==> src/rtl/stride_pf_pkg.sv <==
package stride_pf_pkg;

    typedef enum logic {
        PF_IDLE = 1'b0,
        PF_RUN  = 1'b1
    } pf_state_e;

    // Saturating confidence step: up on a confirmed stride, down otherwise.
    function automatic int unsigned conf_next(input int unsigned cur,
                                              input logic        confirmed,
                                              input int unsigned cap);
        if (confirmed)
            return (cur < cap) ? cur + 1 : cur;
        return (cur == 0) ? 0 : cur - 1;
    endfunction

endpackage

==> src/rtl/stride_pf_hash.sv <==
module stride_pf_hash #(
    parameter int PC_W      = 16,
    parameter int SET_W     = 2,
    parameter int TAG_SHIFT = 4
) (
    input  logic [PC_W-1:0]  pc,
    output logic [SET_W-1:0] set_idx
);
    logic [PC_W-1:0] half;
    logic [PC_W-1:0] folded;

    assign half    = pc >> 1;
    assign folded  = half ^ (half >> TAG_SHIFT);
    assign set_idx = folded[SET_W-1:0];
endmodule

==> src/rtl/stride_pf_table.sv <==
module stride_pf_table
    import stride_pf_pkg::*;
#(
    parameter int PC_W     = 16,
    parameter int LINE_W   = 20,
    parameter int SETS     = 4,
    parameter int WAYS     = 2,
    parameter int CONF_MAX = 3,
    localparam int SET_W   = $clog2(SETS),
    localparam int CONF_W  = $clog2(CONF_MAX + 1),
    localparam int AGE_W   = (WAYS > 1) ? $clog2(WAYS) : 1
) (
    input  logic              clk,
    input  logic              rst,
    input  logic [PC_W-1:0]   lk_pc,
    input  logic [SET_W-1:0]  lk_set,
    input  logic [LINE_W-1:0] lk_line,
    input  logic              wr_en,
    output logic              hit,
    output logic [LINE_W-1:0] seen_stride,
    output logic [CONF_W-1:0] upd_conf
);
    typedef struct packed {
        logic              valid;
        logic [PC_W-1:0]   tag;
        logic [LINE_W-1:0] last;
        logic [LINE_W-1:0] stride;
        logic [CONF_W-1:0] conf;
        logic [AGE_W-1:0]  age;
    } entry_t;

    entry_t tbl [SETS][WAYS];

    logic [WAYS-1:0]   hit_vec;
    logic [AGE_W-1:0]  hit_way;
    logic [AGE_W-1:0]  vic_way;
    logic [AGE_W-1:0]  sel_way;
    logic              have_empty;
    entry_t            cur;
    logic              confirmed;
    logic [LINE_W-1:0] upd_stride;

    always_comb begin
        hit_vec    = '0;
        hit_way    = '0;
        vic_way    = '0;
        have_empty = 1'b0;
        for (int w = 0; w < WAYS; w++) begin
            hit_vec[w] = tbl[lk_set][w].valid && (tbl[lk_set][w].tag == lk_pc);
            if (hit_vec[w])
                hit_way = AGE_W'(w);
        end
        for (int w = WAYS - 1; w >= 0; w--) begin
            if (!tbl[lk_set][w].valid) begin
                vic_way    = AGE_W'(w);
                have_empty = 1'b1;
            end
        end
        if (!have_empty) begin
            for (int w = 0; w < WAYS; w++) begin
                if (tbl[lk_set][w].age == AGE_W'(WAYS - 1))
                    vic_way = AGE_W'(w);
            end
        end
    end

    assign hit     = |hit_vec;
    assign sel_way = hit ? hit_way : vic_way;
    assign cur     = tbl[lk_set][hit_way];

    assign seen_stride = lk_line - cur.last;
    assign confirmed   = (seen_stride == cur.stride) && (seen_stride != '0);
    assign upd_conf    = CONF_W'(conf_next(int'(cur.conf), confirmed, CONF_MAX));
    assign upd_stride  = (!confirmed && cur.conf == '0) ? seen_stride : cur.stride;

    always_ff @(posedge clk) begin
        if (rst) begin
            for (int s = 0; s < SETS; s++) begin
                for (int w = 0; w < WAYS; w++) begin
                    tbl[s][w]     <= '0;
                    tbl[s][w].age <= AGE_W'(w);
                end
            end
        end else if (wr_en) begin
            tbl[lk_set][sel_way].valid <= 1'b1;
            tbl[lk_set][sel_way].tag   <= lk_pc;
            tbl[lk_set][sel_way].last  <= lk_line;
            if (hit) begin
                tbl[lk_set][sel_way].stride <= upd_stride;
                tbl[lk_set][sel_way].conf   <= upd_conf;
            end else begin
                tbl[lk_set][sel_way].stride <= '0;
                tbl[lk_set][sel_way].conf   <= '0;
            end
            for (int w = 0; w < WAYS; w++) begin
                if (AGE_W'(w) == sel_way)
                    tbl[lk_set][w].age <= '0;
                else if (tbl[lk_set][w].age < tbl[lk_set][sel_way].age)
                    tbl[lk_set][w].age <= tbl[lk_set][w].age + 1'b1;
            end
        end
    end

    // a full-PC tag can match at most one way of a set.
    always_ff @(posedge clk) begin
        if (!rst) begin
            a_r8_single_hit: assert ($onehot0(hit_vec))
                else $error("a_r8_single_hit: several ways match one PC");
        end
    end

    // no stored confidence ever exceeds the threshold.
    always_ff @(posedge clk) begin
        if (!rst) begin
            for (int s = 0; s < SETS; s++) begin
                for (int w = 0; w < WAYS; w++) begin
                    a_r3_conf_cap: assert (int'(tbl[s][w].conf) <= CONF_MAX)
                        else $error("a_r3_conf_cap: confidence above cap");
                end
            end
        end
    end
endmodule

==> src/rtl/stride_pf_issue.sv <==
module stride_pf_issue
    import stride_pf_pkg::*;
#(
    parameter int LINE_W     = 20,
    parameter int DEG_W      = 3,
    parameter int BLK_SHIFT  = 6,
    parameter int PAGE_SHIFT = 12,
    localparam int PGL       = PAGE_SHIFT - BLK_SHIFT,
    localparam int ADDR_W    = LINE_W + BLK_SHIFT
) (
    input  logic              clk,
    input  logic              rst,
    input  logic              go,
    input  logic [LINE_W-1:0] go_line,
    input  logic [LINE_W-1:0] go_stride,
    input  logic [DEG_W-1:0]  go_deg,
    output logic              busy,
    output logic              pf_valid,
    input  logic              pf_ready,
    output logic [ADDR_W-1:0] pf_addr
);
    pf_state_e             state;
    logic [LINE_W-1:0]     cand;
    logic [LINE_W-1:0]     step;
    logic [LINE_W-PGL-1:0] home;
    logic [DEG_W-1:0]      left;
    logic                  in_page;
    logic                  advance;

    assign in_page  = cand[LINE_W-1:PGL] == home;
    assign busy     = (state == PF_RUN);
    assign pf_valid = busy && in_page;
    assign pf_addr  = {cand, {BLK_SHIFT{1'b0}}};
    assign advance  = busy && (!in_page || pf_ready);

    always_ff @(posedge clk) begin
        if (rst) begin
            state <= PF_IDLE;
            cand  <= '0;
            step  <= '0;
            home  <= '0;
            left  <= '0;
        end else if (go && !busy) begin
            cand  <= go_line + go_stride;
            step  <= go_stride;
            home  <= go_line[LINE_W-1:PGL];
            left  <= go_deg;
            state <= (go_deg != '0) ? PF_RUN : PF_IDLE;
        end else if (advance) begin
            cand <= cand + step;
            left <= left - 1'b1;
            if (left == DEG_W'(1))
                state <= PF_IDLE;
        end
    end

    // an offered address is held until taken.
    a_r11_hold: assert property (@(posedge clk) disable iff (rst)
        (pf_valid && !pf_ready) |=> (pf_valid && $stable(pf_addr)))
        else $error("a_r11_hold: offered address changed before acceptance");

    // a running burst always has candidates left to handle.
    a_r9_left_nonzero: assert property (@(posedge clk) disable iff (rst)
        busy |-> (left != '0))
        else $error("a_r9_left_nonzero: burst running with nothing left");
endmodule

==> src/rtl/stride_pf.sv <==
module stride_pf
    import stride_pf_pkg::*;
#(
    parameter int PC_W       = 16,
    parameter int LINE_W     = 20,
    parameter int SETS       = 4,
    parameter int WAYS       = 2,
    parameter int TAG_SHIFT  = 4,
    parameter int CONF_MAX   = 3,
    parameter int DEG_W      = 3,
    parameter int BLK_SHIFT  = 6,
    parameter int PAGE_SHIFT = 12,
    localparam int SET_W     = $clog2(SETS),
    localparam int CONF_W    = $clog2(CONF_MAX + 1),
    localparam int PGL       = PAGE_SHIFT - BLK_SHIFT,
    localparam int ADDR_W    = LINE_W + BLK_SHIFT
) (
    input  logic              clk,
    input  logic              rst,
    input  logic              acc_valid,
    output logic              acc_ready,
    input  logic [PC_W-1:0]   acc_pc,
    input  logic [LINE_W-1:0] acc_line,
    input  logic [DEG_W-1:0]  degree,
    output logic              pf_valid,
    input  logic              pf_ready,
    output logic [ADDR_W-1:0] pf_addr
);
    logic [SET_W-1:0]      set_idx;
    logic                  fire;
    logic                  hit;
    logic [LINE_W-1:0]     seen_stride;
    logic [CONF_W-1:0]     upd_conf;
    logic                  go;
    logic                  busy;
    logic [LINE_W-PGL-1:0] trig_page;

    stride_pf_hash #(
        .PC_W      (PC_W),
        .SET_W     (SET_W),
        .TAG_SHIFT (TAG_SHIFT)
    ) u_hash (
        .pc      (acc_pc),
        .set_idx (set_idx)
    );

    stride_pf_table #(
        .PC_W     (PC_W),
        .LINE_W   (LINE_W),
        .SETS     (SETS),
        .WAYS     (WAYS),
        .CONF_MAX (CONF_MAX)
    ) u_table (
        .clk         (clk),
        .rst         (rst),
        .lk_pc       (acc_pc),
        .lk_set      (set_idx),
        .lk_line     (acc_line),
        .wr_en       (fire),
        .hit         (hit),
        .seen_stride (seen_stride),
        .upd_conf    (upd_conf)
    );

    assign acc_ready = !busy;
    assign fire      = acc_valid && acc_ready;
    assign go        = fire && hit && (upd_conf == CONF_W'(CONF_MAX));

    stride_pf_issue #(
        .LINE_W     (LINE_W),
        .DEG_W      (DEG_W),
        .BLK_SHIFT  (BLK_SHIFT),
        .PAGE_SHIFT (PAGE_SHIFT)
    ) u_issue (
        .clk       (clk),
        .rst       (rst),
        .go        (go),
        .go_line   (acc_line),
        .go_stride (seen_stride),
        .go_deg    (degree),
        .busy      (busy),
        .pf_valid  (pf_valid),
        .pf_ready  (pf_ready),
        .pf_addr   (pf_addr)
    );

    always_ff @(posedge clk) begin
        if (rst)
            trig_page <= '0;
        else if (fire)
            trig_page <= acc_line[LINE_W-1:PGL];
    end

    // every offered address lies in the page of its triggering access.
    a_r7_same_page: assert property (@(posedge clk) disable iff (rst)
        pf_valid |-> (pf_addr[ADDR_W-1:PAGE_SHIFT] == trig_page))
        else $error("a_r7_same_page: prefetch left the trigger page");

    // the access port is closed whenever a prefetch is offered.
    a_r9_port_closed: assert property (@(posedge clk) disable iff (rst)
        pf_valid |-> !acc_ready)
        else $error("a_r9_port_closed: access port open during a burst");

    // leaving reset, nothing is offered and the port is open.
    a_r10_reset_state: assert property (@(posedge clk)
        rst |=> (!pf_valid && acc_ready))
        else $error("a_r10_reset_state: wrong state after reset");
endmodule

==> config.mk <==
export PLATFORM = sky130hd
export DESIGN_NAME = stride_pf
export DESIGN_NICKNAME = d
export VERILOG_FILES = /design/src/rtl/stride_pf_pkg.sv /design/src/rtl/stride_pf_hash.sv /design/src/rtl/stride_pf_table.sv /design/src/rtl/stride_pf_issue.sv /design/src/rtl/stride_pf.sv
export SDC_FILE = /design/constraint.sdc
export NUM_CORES = 1
export LEC_CHECK = 0
export ABC_CLOCK_PERIOD_IN_PS = 8700
export CAP_MARGIN = 20
export CORE_MARGIN = 3
export CORE_UTILIZATION = 45
export DETAILED_ROUTE_END_ITERATION = 10
export PLACE_DENSITY = 0.6
export SLEW_MARGIN = 5
export SYNTH_ARGS = -nofsm -noshare
export SYNTH_HDL_FRONTEND = slang
export SYNTH_SLANG_ARGS = --single-unit
==> constraint.sdc <==
create_clock -name clk -period 8.7 [get_ports clk]
set_clock_uncertainty 0.05 [all_clocks]
set_input_delay 1.305 -clock clk [delete_from_list [all_inputs] [get_ports clk]]
set_output_delay 1.305 -clock clk [all_outputs]
set_load 0.005 [all_outputs]
Word-level counts from Yosys, hierarchy flattened:

Memories as Yosys holds them, arrays and structs flattened.
Index checks and enable logic that the tools add are counted.

* register bits: 58
* bits in writable memories: 480
* input port bits: 43
* output and inout bits: 28
* memories: 1

* $add $sub $neg: 8
* order comparisons: 6
* equality and inequality tests: 6
* mux-type cells: 808
* bitwise gates (word level): 735
* reduce and logical (&&, ||, !) cells: 23

Memory list
* u_table.tbl: words 4, bits a word 120, read ports 1, clocked after Yosys merged registers in 0, write ports 4, line stride_pf_table.sv:32 `entry_t tbl [SETS][WAYS];`

Operators with widths (count)
* 120-bit two-way mux: 9
* 1-bit two-way mux: 776
* 1-bit OR: 732
* 60-bit demux with 1-bit select: 5
* 43-bit two-way mux: 4
* 120-bit OR reduction: 1
* 20-bit two-way mux: 3
* 60-bit two-way mux: 1
* 59-bit two-way mux: 1
* 20-bit adder: 2
* 16-bit == test: 2
* 23-bit two-way mux: 1
* 20-bit == test: 1
* 20-bit nonzero test: 1
* 20-bit subtractor: 1
* 14-bit == test: 1
* 1-bit logical AND: 11
* 2-bit two-way mux: 5
* 3-bit two-way mux: 3
* 2-bit greater-or-equal comparator (second input constant): 2
* 1-bit inverter with 2-bit output: 2
* 2-bit nonzero test: 2
* 3-bit by 1-bit == test with 1-bit output (second input constant): 1
* 1-bit zero test: 3
* 14 further kinds: 16

Longest topological paths before layout:

An unclocked memory read counts as a cell.

* depth in word-level cells: 24
* depth in mapped cells: 35
* depth with buffers taken out: 28

By module:

From an unflattened synthesis, not the netlist that was laid out.

* cell total of the unflattened synthesis: 2266
* area total of the unflattened synthesis: 28376.0 um2

By module, submodules not included
* stride_pf_table: instances 1, cells each 1708, area each 24046.8 um2, sequential area each 14333.7 um2
* stride_pf_issue: instances 1, cells each 553, area each 4290.4 um2, sequential area each 1161.1 um2
* stride_pf: instances 1, cells each 3, area each 21.3 um2, sequential area each 0.0 um2
* stride_pf_hash: instances 1, cells each 2, area each 17.5 um2, sequential area each 0.0 um2

Worst setup path before layout:

No wires, ideal clock.

* path type: input -> register
* start point: input acc_pc[1]
* end point: memory u_table.tbl[0][64] in the netlist's numbering (data pin)
* setup time: 0.273 ns
* arrival time: 8.862 ns
* required time: 8.377 ns
* path slack: -0.485 ns
* cell stages on the path: 28
* path buffers: 7
* cells stage by stage: buf_4 -> xnor2_2 -> mux4_2 -> xor2_1 -> nand4b_1 -> or4b_1 -> nor4_1 -> buf_4 -> buf_2 -> clkbuf_1 -> buf_1 -> clkbuf_1 -> mux2i_1 -> ha_1 -> a21o_1 -> or3_1 -> o21ai_1 -> a2111oi_0 -> a211oi_1 -> and2_1 -> o2111ai_1 -> and2_1 -> nor4_1 -> nand2_1 -> o21ai_4 -> buf_6 -> mux2i_1 -> nor2_1

RTL lines
* start: declaration: line stride_pf.sv:22 `input logic [PC_W-1:0] acc_pc,`
* end: declaration: line stride_pf_table.sv:32

Worst setup path after layout:

* start point: input acc_pc[1]
* end point: register u_issue.cand[19]

* word-level cells in the longest chain between the ends: 18
* elaborated cells between the ends (all ways): 32
* those cells by class: 4 x add/sub; 1 x order compare; 4 x eq/ne; 10 x mux; 2 x bitwise; 10 x reduce/logical; 1 x memory

Ends and longest elaborated chain
* 2-bit XOR: line stride_pf_hash.sv:13 `assign folded = half ^ (half >> TAG_SHIFT);`
* memory read 4 x 120 bit
* 16-bit == test: line stride_pf_table.sv:49 `hit_vec[w] = tbl[lk_set][w].valid && (tbl[lk_set][w].tag == lk_pc);`
* 1-bit logical AND: line stride_pf_table.sv:49
* 1-bit two-way mux: line stride_pf_table.sv:50 `if (hit_vec[w])`
* 1-bit inverter with 2-bit output (not written as such): line stride_pf_table.sv:69 `assign cur = tbl[lk_set][hit_way];`
* 43-bit two-way mux (not written as such) * (3 in a row): line stride_pf_table.sv:69
* 20-bit subtractor *: line stride_pf_table.sv:71 `assign seen_stride = lk_line - cur.last;`
* via seen_stride[8]: line stride_pf.sv:32 `logic [LINE_W-1:0] seen_stride;`
* 20-bit == test / 20-bit nonzero test (equally long branches): line stride_pf_table.sv:72 `assign confirmed = (seen_stride == cur.stride) && (seen_stride != '0);`
* 1-bit logical AND: line stride_pf_table.sv:72
* 2-bit two-way mux / 1-bit two-way mux (equally long branches): line stride_pf_pkg.sv:12 `if (confirmed)`
* 2-bit two-way mux: line stride_pf_pkg.sv:14 `return (cur == 0) ? 0 : cur - 1;`
* 2-bit == test: line stride_pf.sv:67 `assign go = fire && hit && (upd_conf == CONF_W'(CONF_MAX));`
* 1-bit logical AND: line stride_pf.sv:67
* 1-bit logical AND: line stride_pf_issue.sv:43 `end else if (go && !busy) begin`
* 20-bit two-way mux / 2-bit nonzero test (equally long branches)
* end signal: assignment: line stride_pf_issue.sv:44 `cand <= go_line + go_stride;`
* end signal: assignment: line stride_pf_issue.sv:50 `cand <= cand + step;`
* end: declaration: line stride_pf_issue.sv:23 `logic [LINE_W-1:0] cand;`

The timed path passes the listed nets; every way through them passes the cells marked *. The select of a mux whose other input is x is not followed.
A chain may end at the register's enable or synchronous reset.

==> results.json <==
{
  "r2r-end": "u_issue.cand[19]$_SDFFE_PP0P_",
  "synth_edf_count": 472,
  "gp_congestion": 0.9028,
  "drv_slew": 0,
  "cts_buffer_depth": 3,
  "routed_via_density": 5.724,
  "grt_max_degree": 67,
  "critPathMostFrequentCell": "buf_4",
  "num-fill-cells": 5190,
  "hold_viol_final": 0,
  "synth-seq-cells": 538,
  "synth_top_area_cell": "edfxtp_1",
  "n_antenna_cell": 0,
  "grt_use_total_pct": 24.22,
  "status": "completed",
  "routedWlPerCell_um": 24.09,
  "portBuffers": 64,
  "avgSynthCellArea_um2": 12.64,
  "die_y_um": 254.0,
  "r2r_cells": 30,
  "hp-start": "u_table.tbl[3][59]$_DFF_P_",
  "hp-class": "register to register",
  "clk_latency_ns": 0.62,
  "cp_max_fo": 5,
  "hpwl_um": 50920,
  "layout_setup_ws_ns": 0.3867,
  "rows": 90,
  "postSynthCellCount": 2189,
  "root_buffer": "clkbuf_16",
  "ff_latch_area_um2": 15490,
  "synth_cell_types": 79,
  "ir_worst_vdd_mv": 0.1807,
  "max_stage_delay_ns": 0.69,
  "fin_crit_ns": 8.313,
  "first_global_vias": 18475,
  "max_freq_mhz": 120.3,
  "arrival_ns": 8.78,
  "cts_tree": "yes",
  "ys_seq_area_share_pct": 55.98,
  "drc": 0,
  "core_um2": 60580,
  "antenna_found_initial": 3,
  "final_cell_mix": "472 x edfxtp_1, 285 x and2_1, 280 x nor2_1",
  "fin_nets": 2501,
  "synth_ff_type": "edfxtp_1",
  "drt_iter0_drc": 1630,
  "final_area_um2": 32500,
  "maxCapViolCount": 0,
  "multi_input_area_um2": 11640,
  "regToRegStartpoint": "u_table.tbl[0][49]$_DFFE_PP_",
  "slowest_stage": "clkdlybuf4s50_1",
  "min_period_over_period_pct": 95.55,
  "yosysWarnings": 0,
  "syn_to_final_growth_pct": 17.41,
  "startpoint_type": "primary input",
  "leakage_uw": 0.01225,
  "critPathBufInv": 7,
  "ys_async_sr_fraction_pct": 0,
  "power-per-cell-area_nw_per_um2": 217.4,
  "hold_buffers": 0,
  "drive_above_1_share_pct": 19.96,
  "clock-sinks": 538,
  "die_w_um": 254.0,
  "postRouteAntennaNets": 0,
  "num_vias": 18442,
  "synthTopCellsByArea": "edfxtp_1 51%, mux4_2 9.0%, and2_1 6.4%, dfxtp_1 4.8%, mux2i_1 3.9%",
  "synthesis.area_um2": 27680,
  "grt_pass1_wl_um": 115700,
  "initial_core_util_pct": 45.69,
  "synth_top_cell_area_share_pct": 51.21,
  "numCtsBuffers": 56,
  "rsz0062_at_grt": "no",
  "worst-setup-path-type": "primary input to register",
  "worst-slew-pin-transition_ns": 1.023,
  "clkTransAtPathRegs_ns": 0.06,
  "critPathTopFamily": "simple AND/OR/NAND/NOR gates",
  "place_area_um2": 30600,
  "min_to": "u_table.tbl[3][59]$_DFF_P_",
  "htree_num_levels": 2,
  "slew_headroom_pct": 31.51,
  "rrSetupSlack_ns": 1.72,
  "layout_commonest_cell": "edfxtp_1",
  "overflow": 0,
  "cp-end-kind": "register",
  "dieArea_um2": 64520,
  "finalPower_uw": 7064,
  "drt_pass1_iterations": 5,
  "wl_um": 77630,
  "cp.required_ns": 9.17,
  "finalSetupViolations": 0,
  "hold_depth": 1,
  "placed_cells": 3113,
  "final_cells": 3222,
  "dp_slack_ns": -0.2994,
  "io_pins": 71
}
-- registers in the layout, summed over array words and instances (netlist names) --
name and cells:
u_issue.cand 20, u_issue.home 14, u_issue.step 20, u_table.tbl 480, u_issue.left 3, u_issue.busy 1
-- cell families after synthesis --
| logic type | after synthesis | synth area share, % |
|---|---|---|
| buffers and inverters | 182 | 2.798 |
| and+or+nand+nor | 818 | 15.10 |
| xor gates and xnor gates | 101 | 3.345 |
| other | 1 | 0.01355 |
| AOI/OAI and AO/OA | 243 | 5.962 |
| DFF | 538 | 55.98 |
| adders and majority gates | 65 | 3.011 |
| muxes | 241 | 13.79 |
-- worst max path at each step --
stage,start,end,slack (ns),cells past startpoint
4_1_cts,acc_pc[1],u_issue.cand[19]$_SDFFE_PP0P_,0.27,31
6_report,acc_pc[1],u_issue.cand[19]$_SDFFE_PP0P_,0.39,32
2_1_floorplan,acc_pc[1],u_table.tbl[0][74]$_DFFE_PP_,0.08,28
5_1_grt,acc_pc[1],u_issue.cand[19]$_SDFFE_PP0P_,0.002,32
3_3_place_gp,acc_pc[1],u_table.tbl[2][19]$_DFFE_PP_,-0.29,31
3_5_place_dp,acc_pc[1],u_issue.cand[19]$_SDFFE_PP0P_,-0.30,31
-- worst register-to-register path: cells and delay by family (launching register included) --
family / cells / cell delay (ns)
XOR/XNOR: 1 / 0.13
flip-flops: 1 / 0.39
AND/OR/NAND/NOR: 8 / 1.89
buffers and inverters: 5 / 0.86
AO/OA/AOI/OAI: 13 / 2.68
multiplexers: 1 / 0.31
adder cells (fa/ha/maj): 2 / 0.57
-- synth_stat cells (43+ instances only) --
cell,n
xor2_1,43
dfxtp_1,66
clkbuf_1,89
edfxtp_1,472
nand2_1,90
nor2_1,284
and2_1,285
xnor2_1,55
mux2i_1,108
mux4_2,110
o21ai_0,48
ha_1,60
inv_1,48
-- per-stage QoR --
stage | utilization (%) | hold slack, ns | setup TNS, ns
floorplan | - | 0.3711 | 0
global route | 53.64 | 0.4184 | 0
finish | 53.64 | 0.4032 | 0
CTS | 53.53 | 0.4011 | 0
global placement | 50.48 | 0.3797 | -28.38
detailed placement | 50.50 | 0.3871 | -30.46
-- routing by layer --
layer,vias to the layer above,routed length [µm],GRT usage (%)
li1,8429,-,-
met1,9191,32370,32.48
met2,683,37240,40.19
met3,139,5424,4.206
met4,0,2590,8.060
met5,-,0,0
-- final cells by class --
type | instances | area share (%)
flip-flops and latches | 538 | 47.68
clock inverters | 29 | 0.8971
well taps | 782 | 3.011
repair buffers | 276 | 7.308
clock buffers | 74 | 4.740
multi-input cells | 1475 | 35.81
inverters | 48 | 0.5544
-- power by group --
| group | switching, µW | internal [µW] |
|---|---|---|
| clock | 1000 | 1390 |
| sequential | 29.6 | 2930 |
| combinational | 973 | 742 |
| total | 2010 | 5060 |
-- repair_timing --
item / in CTS / in global routing
endpoints found under the setup margin: 0 / 199
gates resized for setup: 0 / 1
setup buffers: 0 / 5
(Power assumes the default switching activity.)
